`src/rtl/rtcpre_pkg.sv`:
```
package rtcpre_pkg;

    localparam int MASK_W = 9;

    typedef enum logic [1:0] {
        ST_RUN   = 2'd0,
        ST_SKIP  = 2'd1,
        ST_EXTRA = 2'd2
    } slot_state_e;

    function automatic logic [MASK_W-1:0] rev_bits(input logic [MASK_W-1:0] v);
        logic [MASK_W-1:0] r;
        for (int i = 0; i < MASK_W; i++) begin
            r[i] = v[MASK_W-1-i];
        end
        return r;
    endfunction

endpackage

```
`src/rtl/rtcpre_cal_seq.sv`:
```
module rtcpre_cal_seq
    import rtcpre_pkg::*;
#(
    parameter int WIN_LOG2 = 20,
    parameter int ASYNC_W  = 7
) (
    input  logic                   clk,
    input  logic                   rst_n,
    input  logic                   cal_plus,
    input  logic [MASK_W-1:0]      cal_mask,
    input  logic [1:0]             cal_win,
    input  logic [ASYNC_W-1:0]     async_reload,
    output logic [1:0]             credit
);
    localparam int SLOT_LOG2 = WIN_LOG2 - MASK_W;
    localparam logic [SLOT_LOG2-1:0] SLOT_MID = {1'b1, {(SLOT_LOG2-1){1'b0}}};

    slot_state_e           state_q, state_nx;
    logic [WIN_LOG2-1:0]   wc_q, wc_nx;
    logic [MASK_W-1:0]     idx, idx_m, calm_m;
    logic                  insert_ok;

    // next-state decision, taken from the window count one cycle ahead
    always_comb begin
        wc_nx     = wc_q + 1'b1;
        idx       = wc_nx[WIN_LOG2-1 -: MASK_W];
        insert_ok = cal_plus && (async_reload >= ASYNC_W'(3));
        if (cal_win[1]) begin
            idx_m  = idx & 9'h07F;
            calm_m = cal_mask & 9'h1FC;
        end else if (cal_win[0]) begin
            idx_m  = idx & 9'h0FF;
            calm_m = cal_mask & 9'h1FE;
        end else begin
            idx_m  = idx;
            calm_m = cal_mask;
        end
        state_nx = ST_RUN;
        if (wc_nx[SLOT_LOG2-1:0] == '0) begin
            if (rev_bits(idx_m) < calm_m) state_nx = ST_SKIP;
        end else if ((wc_nx[SLOT_LOG2-1:0] == SLOT_MID) && insert_ok) begin
            state_nx = ST_EXTRA;
        end
    end

    // state register with the window counter
    always_ff @(posedge clk or negedge rst_n) begin
        if (!rst_n) begin
            state_q <= ST_RUN;
            wc_q    <= '1;
        end else begin
            state_q <= state_nx;
            wc_q    <= wc_nx;
        end
    end

    // output decode
    always_comb begin
        unique case (state_q)
            ST_RUN:   credit = 2'd1;
            ST_SKIP:  credit = 2'd0;
            ST_EXTRA: credit = 2'd2;
            default:  credit = 2'd1;
        endcase
    end

    AST_SKIP_AT_SLOT_START: assert property (@(posedge clk) disable iff (!rst_n)
        (state_q == ST_SKIP) |-> (wc_q[SLOT_LOG2-1:0] == '0));

    AST_EXTRA_GATED: assert property (@(posedge clk) disable iff (!rst_n)
        (state_q == ST_EXTRA) |-> (cal_plus && async_reload >= ASYNC_W'(3)));

    AST_EXTRA_AT_MID: assert property (@(posedge clk) disable iff (!rst_n)
        (state_q == ST_EXTRA) |-> (wc_q[SLOT_LOG2-1:0] == SLOT_MID));

    AST_WINDOW_ADVANCES: assert property (@(posedge clk) disable iff (!rst_n)
        $past(rst_n) |-> (wc_q == $past(wc_q) + 1'b1));

endmodule

```
`src/rtl/rtcpre_async_stage.sv`:
```
module rtcpre_async_stage #(
    parameter int ASYNC_W   = 7,
    parameter int DEF_ASYNC = 127
) (
    input  logic               clk,
    input  logic               rst_n,
    input  logic [1:0]         credit,
    input  logic [ASYNC_W-1:0] reload,
    output logic               apre_en,
    output logic               apre_q
);
    logic [ASYNC_W-1:0] acnt_q, acnt_nx;

    always_comb begin
        apre_en = 1'b0;
        acnt_nx = acnt_q;
        unique case (credit)
            2'd1: begin
                if (acnt_q == '0) begin
                    apre_en = 1'b1;
                    acnt_nx = reload;
                end else begin
                    acnt_nx = acnt_q - ASYNC_W'(1);
                end
            end
            2'd2: begin
                if (acnt_q == '0) begin
                    apre_en = 1'b1;
                    acnt_nx = reload - ASYNC_W'(1);
                end else if (acnt_q == ASYNC_W'(1)) begin
                    apre_en = 1'b1;
                    acnt_nx = reload;
                end else begin
                    acnt_nx = acnt_q - ASYNC_W'(2);
                end
            end
            default: acnt_nx = acnt_q;
        endcase
    end

    always_ff @(posedge clk or negedge rst_n) begin
        if (!rst_n) begin
            acnt_q <= ASYNC_W'(DEF_ASYNC);
            apre_q <= 1'b0;
        end else begin
            acnt_q <= acnt_nx;
            apre_q <= apre_en;
        end
    end

    AST_MASKED_HOLDS: assert property (@(posedge clk) disable iff (!rst_n)
        (credit == 2'd0) |=> $stable(acnt_q));

    AST_NO_PULSE_WHEN_MASKED: assert property (@(posedge clk) disable iff (!rst_n)
        (credit == 2'd0) |=> !apre_q);

endmodule

```
`src/rtl/rtcpre_sync_stage.sv`:
```
module rtcpre_sync_stage #(
    parameter int SYNC_W   = 15,
    parameter int DEF_SYNC = 255
) (
    input  logic              clk,
    input  logic              rst_n,
    input  logic              en,
    input  logic [SYNC_W-1:0] reload,
    output logic [SYNC_W-1:0] subsec,
    output logic              tick_q
);
    logic [SYNC_W-1:0] scnt_q;

    always_ff @(posedge clk or negedge rst_n) begin
        if (!rst_n) begin
            scnt_q <= SYNC_W'(DEF_SYNC);
            tick_q <= 1'b0;
        end else begin
            tick_q <= en && (scnt_q == '0);
            if (en) scnt_q <= (scnt_q == '0) ? reload : scnt_q - SYNC_W'(1);
        end
    end

    assign subsec = scnt_q;

    AST_RELOAD_ON_TICK: assert property (@(posedge clk) disable iff (!rst_n)
        tick_q |-> (scnt_q == reload));

    AST_IDLE_HOLDS: assert property (@(posedge clk) disable iff (!rst_n)
        !en |=> $stable(scnt_q));

endmodule

```
`src/rtl/rtc_prescaler.sv`:
```
module rtc_prescaler
    import rtcpre_pkg::*;
#(
    parameter int WIN_LOG2  = 20,
    parameter int ASYNC_W   = 7,
    parameter int SYNC_W    = 15,
    parameter int DEF_ASYNC = 127,
    parameter int DEF_SYNC  = 255
) (
    input  logic               clk,
    input  logic               rst_n,
    input  logic [ASYNC_W-1:0] async_reload,
    input  logic [SYNC_W-1:0]  sync_reload,
    input  logic               cal_plus,
    input  logic [8:0]         cal_mask,
    input  logic [1:0]         cal_win,
    output logic               apre_tick,
    output logic               tick_1hz,
    output logic [SYNC_W-1:0]  subsec
);
    logic [1:0] credit;
    logic       apre_en;

    rtcpre_cal_seq #(.WIN_LOG2(WIN_LOG2), .ASYNC_W(ASYNC_W)) u_seq (
        .clk(clk), .rst_n(rst_n), .cal_plus(cal_plus), .cal_mask(cal_mask),
        .cal_win(cal_win), .async_reload(async_reload), .credit(credit)
    );

    rtcpre_async_stage #(.ASYNC_W(ASYNC_W), .DEF_ASYNC(DEF_ASYNC)) u_async (
        .clk(clk), .rst_n(rst_n), .credit(credit), .reload(async_reload),
        .apre_en(apre_en), .apre_q(apre_tick)
    );

    rtcpre_sync_stage #(.SYNC_W(SYNC_W), .DEF_SYNC(DEF_SYNC)) u_sync (
        .clk(clk), .rst_n(rst_n), .en(apre_en), .reload(sync_reload),
        .subsec(subsec), .tick_q(tick_1hz)
    );

    AST_TICK_WITH_APRE: assert property (@(posedge clk) disable iff (!rst_n)
        tick_1hz |-> apre_tick);

endmodule

```
`config.mk`:
```
export PLATFORM = sky130hd
export DESIGN_NAME = rtc_prescaler
export DESIGN_NICKNAME = d
export VERILOG_FILES = /design/src/rtl/rtcpre_pkg.sv /design/src/rtl/rtcpre_cal_seq.sv /design/src/rtl/rtcpre_async_stage.sv /design/src/rtl/rtcpre_sync_stage.sv /design/src/rtl/rtc_prescaler.sv
export SDC_FILE = /design/constraint.sdc
export NUM_CORES = 1
export LEC_CHECK = 0
export BUFFER_PORTS_ARGS = -buffer_cell sky130_fd_sc_hd__buf_2
export CELL_PAD_IN_SITES_DETAIL_PLACEMENT = 0
export CELL_PAD_IN_SITES_GLOBAL_PLACEMENT = 1
export CORE_MARGIN = 2
export CORE_UTILIZATION = 39
export CTS_CLUSTER_SIZE = 20
export DETAILED_ROUTE_END_ITERATION = 8
export PLACE_DENSITY = 0.78
export SYNTH_ARGS = -nofsm -noshare
export SYNTH_HDL_FRONTEND = slang
export SYNTH_SLANG_ARGS = --single-unit
```
`constraint.sdc`:
```
create_clock -name clk -period 3 [get_ports clk]
set_clock_uncertainty 0.2 [all_clocks]
set_input_delay 0.45 -clock clk [delete_from_list [all_inputs] [get_ports clk]]
set_output_delay 0.45 -clock clk [all_outputs]
set_load 0.03 [all_outputs]
```
==> flow_metrics.env, run 1 <==
export IMPL_status="finished, final reports clean"
export IMPL_grt_pass1_wl_mm=12.2
export IMPL_crit_fanout=5
export IMPL_ant_nets=0
export IMPL_critPathMaxStageDelay_ps=540
export IMPL_numCtsBuffers=5
export IMPL_power_w=0.00220
export IMPL_num_vias=2789
export IMPL_wl_met2_mm=3.34
export IMPL_dr_pass1_iters=4
export IMPL_cp_required_ps=3000
export IMPL_wl_met1_mm=3.66
export IMPL_slew_viol_final=0
export IMPL_chipWidth_um=94.0
export IMPL_rsz0062_at_grt="false"
export IMPL_cpMaxStageDelayCell="dfstp_2"
export IMPL_clock_latency_ps=300
export IMPL_yosys_area_top_type_share_pct=29.1
export IMPL_insertedDiodeCount=0
export IMPL_syn_area_per_cell_um2=8.96
export IMPL_start_util_pct=40.5
export IMPL_yosysMostFrequentCell="dfstp_2"
export IMPL_start_kind="register"
export IMPL_nets=468
export IMPL_clock_sink_count=46
export IMPL_ios=53
export IMPL_grt_util_all_layers_pct=17.3
export IMPL_cts_tree="done"
export IMPL_power_density_nw_per_um2=589
export IMPL_synth_top_flop_cell="dfstp_2"
export IMPL_hold_viol=0
export IMPL_power_switching_w=0.000850
export IMPL_power_leakage_nw=1.59
export IMPL_routabilityCongestion=0.868
export IMPL_peakVddDrop_mv=0.343
export IMPL_clk_pin_slew_ps=90
export IMPL_syn_cell_area_um2=3160
export IMPL_synth_async_sr_flop_share_pct=100
export IMPL_synth_nets=408
export IMPL_grt_overflow_total=0
export IMPL_area_growth_pct=18.0
export IMPL_clk_path_buf_depth=2
export IMPL_seq_power_share_pct=44.0
export IMPL_grt_max_degree=37
export IMPL_totalWireLength_mm=7.30
export IMPL_fin_util_pct=47.8
export IMPL_endpoint_kind="register"
export IMPL_yosysTopAreaCell="dfstp_2"
export IMPL_worstPathArrival_ps=2820
export IMPL_dp_hpwl_mm=5.45
export IMPL_wl_met3_um=237
export IMPL_max_slew_margin_pct=45.2
export IMPL_fmax_mhz=355
export IMPL_yosysUniqueCellTypes=63
export IMPL_synth_area_leaders="dfstp_2 29%, dfrtp_1 8.7%, ha_1 7.5%"
export IMPL_fin_crit_sh_pct=94.0
export IMPL_synth_seq_area_share_pct=37.8
export IMPL_yosysWarnings=0
export IMPL_route_detailed_drc=0
export IMPL_routed_via_density=5.41
export IMPL_htree_levels=2
export IMPL_power_frac_comb_pct=37.6
export IMPL_power_frac_clock_pct=18.3
export IMPL_switching_share_pct=38.6
export IMPL_wl_per_cell_um=14.1
export IMPL_dieArea_um2=8840
export IMPL_p_int_w=0.00135
export IMPL_drt_iter0_markers=92
export IMPL_worstSetupPathType="reg2reg"
export IMPL_highest_layer="met4"
export IMPL_hp_class="in2async"
export IMPL_synth_seq_cells=46
export IMPL_place_port_buffers=52
export IMPL_core_um2=7810
export IMPL_rows=32
export IMPL_antenna_found_initial=0
export IMPL_setup_viol=0
export IMPL_synth_edff_count=0
export IMPL_drive_gt1_share_pct=30.9
export IMPL_root_buffer="clkbuf_8"
export IMPL_synth_commonest_cells="35 x dfstp_2, 31 x nand2_1, 27 x nor2_1"
export IMPL_crit_chain="and3_4 > and3_1 > nand4_1 > xnor2_1 > ha_1 > a21o_1 > a2111oi_2 > o311ai_1 > a211oi_1"
export IMPL_syn_inst=353
export IMPL_first_global_vias=2589
export IMPL_die_y_um=94.0
export IMPL_max_cap_viol_count=0
export IMPL_timing_final_crit_period_ps=2820
export IMPL_tightestPinTransition_ps=821
[layer usage]
metal | vias to the layer above | GRT usage, %
met3 | 4 | 2.81
met1 | 1325 | 24.6
met2 | 51 | 27.3
met5 | - | 0
met4 | 0 | 4.59
li1 | 1409 | -
[power by group through the flow]
stage | Clock [W] | Sequential (W) | Combinational (W)
2_1_floorplan | 0 | 0.00103 | 0.000550
3_3_place_gp | 0 | 0.000970 | 0.000818
3_5_place_dp | 0 | 0.000973 | 0.000835
4_1_cts | 0.000423 | 0.000964 | 0.000837
5_1_grt | 0.000450 | 0.000988 | 0.000934
6_report | 0.000403 | 0.000969 | 0.000828
[repair_timing]
| item | 4_1_cts | 5_1_grt |
|---|---|---|
| pin swaps | 4 | 6 |
| hold buffers | 0 | 0 |
| gates resized for setup | 2 | 6 |
| endpoints found under the setup margin | 1 | 1 |
| buffers inserted | 1 | 2 |
[registers in the layout, indices dropped and copies added (netlist names)]
signal          flops
u_sync.tick_q       1
u_async.acnt_q      7
u_sync.subsec      15
u_seq.state_q       2
u_async.apre_q      1
u_seq.wc_q         20
[stage by stage]
step | hold slack, ps | instance area, µm² | cells | setup WS [ps] | setup TNS (ps)
floorplan | -45.6 | 3160 | 353 | 104 | 0
finish | 40.8 | 3730 | 516 | 181 | 0
global placement | 253 | 3590 | 505 | 59.4 | 0
CTS | 54.3 | 3700 | 514 | 12.2 | 0
global route | 93.5 | 3730 | 516 | 16.1 | 0
detailed placement | 256 | 3590 | 505 | -69.8 | -69.8
[critical path: cells and delay by family (launching register included)]
kind	cells	cell delay, ps
simple gates	3	540
compound gates	4	910
xor+xnor	1	250
flops	1	540
fa+ha+maj	1	280
[layout make-up]
cell class              count  area [µm²]
fillers                   783        4080
multi-input cells         264        1820
flip-flops and latches     46        1190
repair buffers             70         395
well taps                 102         128
inverters                  26        97.6
clock buffers               6        82.6
clock inverters             2        12.5
[placed cells by master (no fill, tap or decap), types with 6 or more instances in the layout]
| master | instances |
|---|---|
| ha_1 | 19 |
| dfrtp_1 | 11 |
| inv_1 | 25 |
| a21oi_1 | 13 |
| xor2_1 | 15 |
| or4_1 | 6 |
| nand2_1 | 31 |
| or3_1 | 6 |
| nand4_1 | 6 |
| nand3_1 | 9 |
| xnor2_1 | 7 |
| dfstp_2 | 35 |
| nor2_1 | 27 |
| nor3_1 | 11 |
| mux2i_1 | 8 |
| buf_2 | 52 |
| o21ai_0 | 19 |
| clkbuf_8 | 6 |
| buf_4 | 18 |
[path summary, 6_finish.rpt]
check	from	endpoint	slack, ps	depth (start not counted)
worst max-delay path	u_seq.wc_q[3]	u_seq.state_q[0]	180	9
worst min-delay path	rst_n	u_sync.subsec[14]	40	1
worst max register to register	u_seq.wc_q[3]	u_seq.state_q[0]	180	9
worst min register to register	u_seq.wc_q[0]	u_seq.wc_q[0]	280	1
max in group asynchronous	rst_n	u_seq.wc_q[12]	1810	2
min in group clk	sync_reload[0]	u_sync.subsec[0]	180	2
[cells by family after synthesis]
family / count (synthesis) / share of synthesized area (%)
multiplexers: 10 / 3.25
AND/OR/NAND/NOR: 134 / 22.0
adder cells (fa/ha/maj): 19 / 7.52
AO/OA/AOI/OAI: 79 / 17.9
buffers and inverters: 43 / 5.38
XOR/XNOR: 22 / 6.09
flip-flops: 46 / 37.8
Note: power is estimated with default switching activity, not from simulation.
==> run 2, diff against run 1 <==
--- a/config.mk
+++ b/config.mk
@@ -9,10 +9,10 @@
 export CELL_PAD_IN_SITES_DETAIL_PLACEMENT = 0
 export CELL_PAD_IN_SITES_GLOBAL_PLACEMENT = 1
 export CORE_MARGIN = 2
-export CORE_UTILIZATION = 39
+export CORE_UTILIZATION = 46
 export CTS_CLUSTER_SIZE = 20
 export DETAILED_ROUTE_END_ITERATION = 8
-export PLACE_DENSITY = 0.78
+export PLACE_DENSITY = 0.86
 export SYNTH_ARGS = -nofsm -noshare
 export SYNTH_HDL_FRONTEND = slang
 export SYNTH_SLANG_ARGS = --single-unit
==> constraint.sdc (replaced) <==
create_clock -name clk -period 3.5 [get_ports clk]
set_clock_uncertainty 0.2 [all_clocks]
set_input_delay 0.525 -clock clk [delete_from_list [all_inputs] [get_ports clk]]
set_output_delay 0.525 -clock clk [all_outputs]
set_load 0.03 [all_outputs]
==> flow_metrics.env, run 2 (synthesis gave the netlist of run 1 again) <==
export IMPL_status="finished, final reports clean"
export IMPL_clock_latency_ps=320
export IMPL_area_growth_pct=13.5
export IMPL_antenna_found_initial=0
export IMPL_chipWidth_um=86.9
export IMPL_top_register="u_seq.wc_q"
export IMPL_clock_sink_count=46
export IMPL_wl_per_cell_um=14.8
export IMPL_dieArea_um2=7550
export IMPL_rr_worst_depth=10
export IMPL_crit_chain="ha_1 > nand3_1 > nor4_1 > xor2_1 > ha_1 > nand3_1 > nor2_1 > a2111oi_0 > o311ai_0 > a211oi_1"
export IMPL_routabilityCongestion=0.803
export IMPL_cpLargestDelayFamily="compound AO/OA/AOI/OAI gates"
export IMPL_fillers=648
export IMPL_max_slew_margin_pct=47.6
export IMPL_grt_util_all_layers_pct=20.6
export IMPL_finalNonFillerCells=482
export IMPL_tightestPinTransition_ps=786
export IMPL_start_kind="register"
export IMPL_clk_pin_slew_ps=100
export IMPL_routed_via_density=5.71
export IMPL_timing_final_crit_period_ps=3130
export IMPL_cp_num_cells=10
export IMPL_max_cap_viol_count=0
export IMPL_fin_area_um2=3590
export IMPL_cts_tree="done"
export IMPL_clk_path_buf_depth=2
export IMPL_grt_pass1_wl_mm=12.4
export IMPL_route_detailed_drc=0
export IMPL_peakVddDrop_mv=0.346
export IMPL_fmax_mhz=320
export IMPL_rsz0062_at_grt="false"
export IMPL_ff2ff_setup_slack_ps=370
export IMPL_rows=30
export IMPL_place_port_buffers=52
export IMPL_insertedDiodeCount=0
export IMPL_core_um2=6720
export IMPL_dp_hpwl_mm=5.26
export IMPL_hold_viol=0
export IMPL_rr_endpoint="u_seq.state_q[0]"
export IMPL_tns_ps=0
export IMPL_dp_cells=474
export IMPL_ios=53
export IMPL_r2r_start="u_seq.wc_q[0]"
export IMPL_nets=456
export IMPL_hp_class="in2async"
export IMPL_crit_fanout=8
export IMPL_crit_path_end="u_seq.state_q[0]"
export IMPL_worstSetupPathType="reg2reg"
export IMPL_root_buffer="clkbuf_8"
export IMPL_endpoint_kind="register"
export IMPL_die_y_um=86.9
export IMPL_cp_buffers_inverters=0
export IMPL_power_density_nw_per_um2=522
export IMPL_power_leakage_nw=1.52
export IMPL_grt_overflow_total=0
export IMPL_critPathMaxStageDelay_ps=570
export IMPL_cpMaxStageDelayCell="dfstp_2"
export IMPL_final_common_cell="buf_2"
export IMPL_place_area_um2=3490
export IMPL_grt_max_degree=35
export IMPL_ant_nets=0
export IMPL_worstPathArrival_ps=3150
export IMPL_largest_reg_flops=20
export IMPL_drive_gt1_share_pct=27.6
export IMPL_numCtsBuffers=5
export IMPL_startpoint="u_seq.wc_q[0]"
export IMPL_htree_levels=2
export IMPL_slew_viol_final=0
export IMPL_first_global_vias=2699
export IMPL_setup_viol=0
export IMPL_layout_common_cells="52 x buf_2, 35 x dfstp_2, 31 x nand2_1"
export IMPL_cp_required_ps=3530
export IMPL_dr_pass1_iters=4
export IMPL_num_vias=2752
export IMPL_fin_crit_sh_pct=89.3
export IMPL_power_w=0.00187
export IMPL_start_util_pct=47.1
export IMPL_drt_iter0_markers=152
export IMPL_totalWireLength_mm=7.13
export IMPL_cts_setup_buffers=0
[run 2: cell types whose count changed in the layout (fill, tap and decap cells not counted), sizes merged]
cell | before | now
clkbuf | 6 | 5
clkinvlp | 1 | 2
inv | 26 | 27
clkinv | 1 | 0
buf | 70 | 58
[run 2: per-layer routing]
metal	track usage, %	up-vias	wire length [µm]
met2	32.7	64	3220
met3	3.41	7	340
li1	-	1381	-
met1	28.7	1300	3480
met4	6.25	0	83
met5	0	-	0
[run 2: layout make-up]
type / instances / area, µm² / area share [%]
tap: 80 / 100 / 2.79
multi-input combinational: 264 / 1800 / 50.1
timing repair buffer: 58 / 305 / 8.51
clock buffer: 5 / 68.8 / 1.92
sequential: 46 / 1190 / 33.3
clock inverter: 3 / 23.8 / 0.663
inverter: 26 / 97.6 / 2.72
[run 2: worst reg2reg max path, cell delays in order, from the launching register on]
cell	delay [ps]
dfstp_2	570
ha_1	320
nand3_1	230
nor4_1	290
xor2_1	230
ha_1	270
nand3_1	100
nor2_1	50
a2111oi_0	350
o311ai_0	190
a211oi_1	250
[run 2: per-stage QoR]
stage	hold WS, ps	utilization [%]	worst slack (ps)
2_1_floorplan	29.4	-	604
3_3_place_gp	250	52.0	474
3_5_place_dp	256	52.0	343
4_1_cts	107	53.4	336
5_1_grt	146	53.4	20.6
6_report	75.2	53.4	374
[run 2: how the worst min path moves through the flow]
stage                             endpoint  slack, ps  cells after the start
after floorplan             u_async.apre_q         30                      0
after global placement       u_seq.wc_q[0]        250                      1
after detailed placement     u_seq.wc_q[0]        260                      1
after CTS                 u_seq.state_q[1]        110                      1
after global routing      u_seq.state_q[1]        150                      1
final                     u_seq.state_q[1]         80                      1
[run 2: timing repair]
action | in CTS | in global routing
hold buffers | 0 | 0
endpoints found under the setup margin | 0 | 1
resized for setup | 0 | 1
[run 2: power by group]
part	leakage (nW)	total [W]	switching, W	internal (W)
combinational	0.989	0.000697	0.000396	0.000301
sequential	0.487	0.000829	0.000140	0.000689
clock	0.0408	0.000346	0.000203	0.000143
total	1.52	0.00187	0.000739	0.00113
==> run 3, diff against run 2 <==
--- a/config.mk
+++ b/config.mk
@@ -9,10 +9,10 @@
 export CELL_PAD_IN_SITES_DETAIL_PLACEMENT = 0
 export CELL_PAD_IN_SITES_GLOBAL_PLACEMENT = 1
 export CORE_MARGIN = 2
-export CORE_UTILIZATION = 46
+export CORE_UTILIZATION = 43
 export CTS_CLUSTER_SIZE = 20
 export DETAILED_ROUTE_END_ITERATION = 8
-export PLACE_DENSITY = 0.86
+export PLACE_DENSITY_LB_ADDON = 0.1
 export SYNTH_ARGS = -nofsm -noshare
 export SYNTH_HDL_FRONTEND = slang
 export SYNTH_SLANG_ARGS = --single-unit
==> constraint.sdc (replaced) <==
create_clock -name clk -period 3.2 [get_ports clk]
set_clock_uncertainty 0.2 [all_clocks]
set_input_delay 0.48 -clock clk [delete_from_list [all_inputs] [get_ports clk]]
set_output_delay 0.48 -clock clk [all_outputs]
set_load 0.03 [all_outputs]
==> flow_metrics.env, run 3 (synthesis gave the netlist of run 1 again) <==
export IMPL_timing_final_crit_period_ps=2960
export IMPL_routed_via_density=5.49
export IMPL_fin_ws_ps=237
export IMPL_grt_pass1_wl_mm=12.9
export IMPL_ant_nets=0
export IMPL_dp_hpwl_mm=5.37
export IMPL_cts_tree="done"
export IMPL_start_util_pct=44.1
export IMPL_endpoint_kind="register"
export IMPL_clock_latency_ps=300
export IMPL_fin_crit_sh_pct=92.6
export IMPL_max_cap_viol_count=0
export IMPL_ios=53
export IMPL_hp_class="in2async"
export IMPL_power_density_nw_per_um2=576
export IMPL_tns_ps=0
export IMPL_drive_gt1_share_pct=29.6
export IMPL_crit_fanout=6
export IMPL_dieArea_um2=8060
export IMPL_core_um2=7180
export IMPL_final_common_cell="buf_2"
export IMPL_rows=31
export IMPL_area_growth_pct=16.7
export IMPL_dr_pass1_iters=4
export IMPL_place_port_buffers=52
export IMPL_tightestPinTransition_ps=762
export IMPL_finalNonFillerCells=505
export IMPL_peakVddDrop_mv=0.418
export IMPL_rr_worst_depth=11
export IMPL_clk_path_buf_depth=2
export IMPL_totalWireLength_mm=7.24
export IMPL_clk_pin_slew_ps=100
export IMPL_top_register="u_seq.wc_q"
export IMPL_root_buffer="clkbuf_8"
export IMPL_dp_cells=496
export IMPL_grt_overflow_total=0
export IMPL_nets=460
export IMPL_power_leakage_nw=1.55
export IMPL_hold_viol=0
export IMPL_fmax_mhz=337
export IMPL_largest_reg_flops=20
export IMPL_first_global_vias=2732
export IMPL_status="finished, final reports clean"
export IMPL_antenna_found_initial=0
export IMPL_grt_max_degree=35
export IMPL_wl_per_cell_um=14.3
export IMPL_htree_levels=2
export IMPL_numCtsBuffers=5
export IMPL_rsz0062_at_grt="false"
export IMPL_layout_common_cells="52 x buf_2, 35 x dfstp_2, 31 x nand2_1"
export IMPL_pre_cts_slack_ps=60.8
export IMPL_clock_sink_count=46
export IMPL_slew_viol_final=0
export IMPL_grt_util_all_layers_pct=19.0
export IMPL_start_kind="register"
export IMPL_routabilityCongestion=0.790
export IMPL_insertedDiodeCount=0
export IMPL_cp_required_ps=3220
export IMPL_drt_iter0_markers=142
export IMPL_die_y_um=89.8
export IMPL_worstPathArrival_ps=2980
export IMPL_worstSetupPathType="reg2reg"
export IMPL_num_vias=2773
export IMPL_max_slew_margin_pct=49.2
export IMPL_route_detailed_drc=0
export IMPL_chipWidth_um=89.8
export IMPL_setup_viol=0
## run 3: cell types whose count changed in the layout (fill, tap and decap cells not counted), sizes merged
| cell | delta |
|---|---|
| clkinvlp | -1 |
| bufinv | +1 |
| buf | +4 |
## run 3: path summary, 6_finish.rpt
path	from	to	slack, ps
min	rst_n	u_seq.state_q[0]	50
max	u_seq.wc_q[2]	u_seq.state_q[0]	240
min in group clk	sync_reload[0]	u_sync.subsec[0]	210
max reg2reg	u_seq.wc_q[2]	u_seq.state_q[0]	240
min reg2reg	u_seq.wc_q[0]	u_seq.wc_q[0]	280
max in group asynchronous	rst_n	u_seq.wc_q[7]	2010
## run 3: stage by stage
stage               cell area, µm²  utilization, %  total power [W]  hold slack, ps
detailed placement            3540            49.3          0.00168             253
global placement              3540            49.3          0.00168             250
CTS                           3660            51.0          0.00215            61.0
global route                  3690            51.4          0.00230             104
floorplan                     3160               -          0.00148           -15.6
finish                        3690            51.4          0.00213            46.1
## run 3: area by class of cell
class	instances	area, µm²
inverters	26	97.6
well taps	99	124
multi-input cells	264	1820
repair buffers	62	335
flip-flops and latches	46	1190
clock buffers	5	68.8
clock inverters	3	48.8
fillers	720	3480
## run 3: worst max-delay path, stage by stage, from the launching register on
cell       delay (ps)
dfstp_2           590
and3_4            220
and3_1            180
nand4_1           150
nor2_1            160
xor2_1            210
ha_1              280
a21oi_1           140
nor2_1             70
a2111oi_2         310
o311ai_1          150
a211oi_1          230
## run 3: layer usage
layer | track usage [%] | up-vias | share of wire [%]
met5 | 0 | - | 0
met4 | 5.38 | 0 | 1.3
met3 | 3.44 | 8 | 3.6
met2 | 30.4 | 53 | 45
met1 | 26.4 | 1318 | 50
li1 | - | 1394 | -
## run 3: timing repair
action	4_1_cts	5_1_grt
hold buffers	0	0
endpoints found under the setup margin	0	1
resized for setup	0	8
setup buffers	0	1
## run 3: power breakdown
part	internal (W)	leakage [nW]	total [W]	switching, W
Combinational	0.000331	1.01	0.000760	0.000429
Sequential	0.000754	0.487	0.000910	0.000156
Clock	0.000238	0.0563	0.000457	0.000218
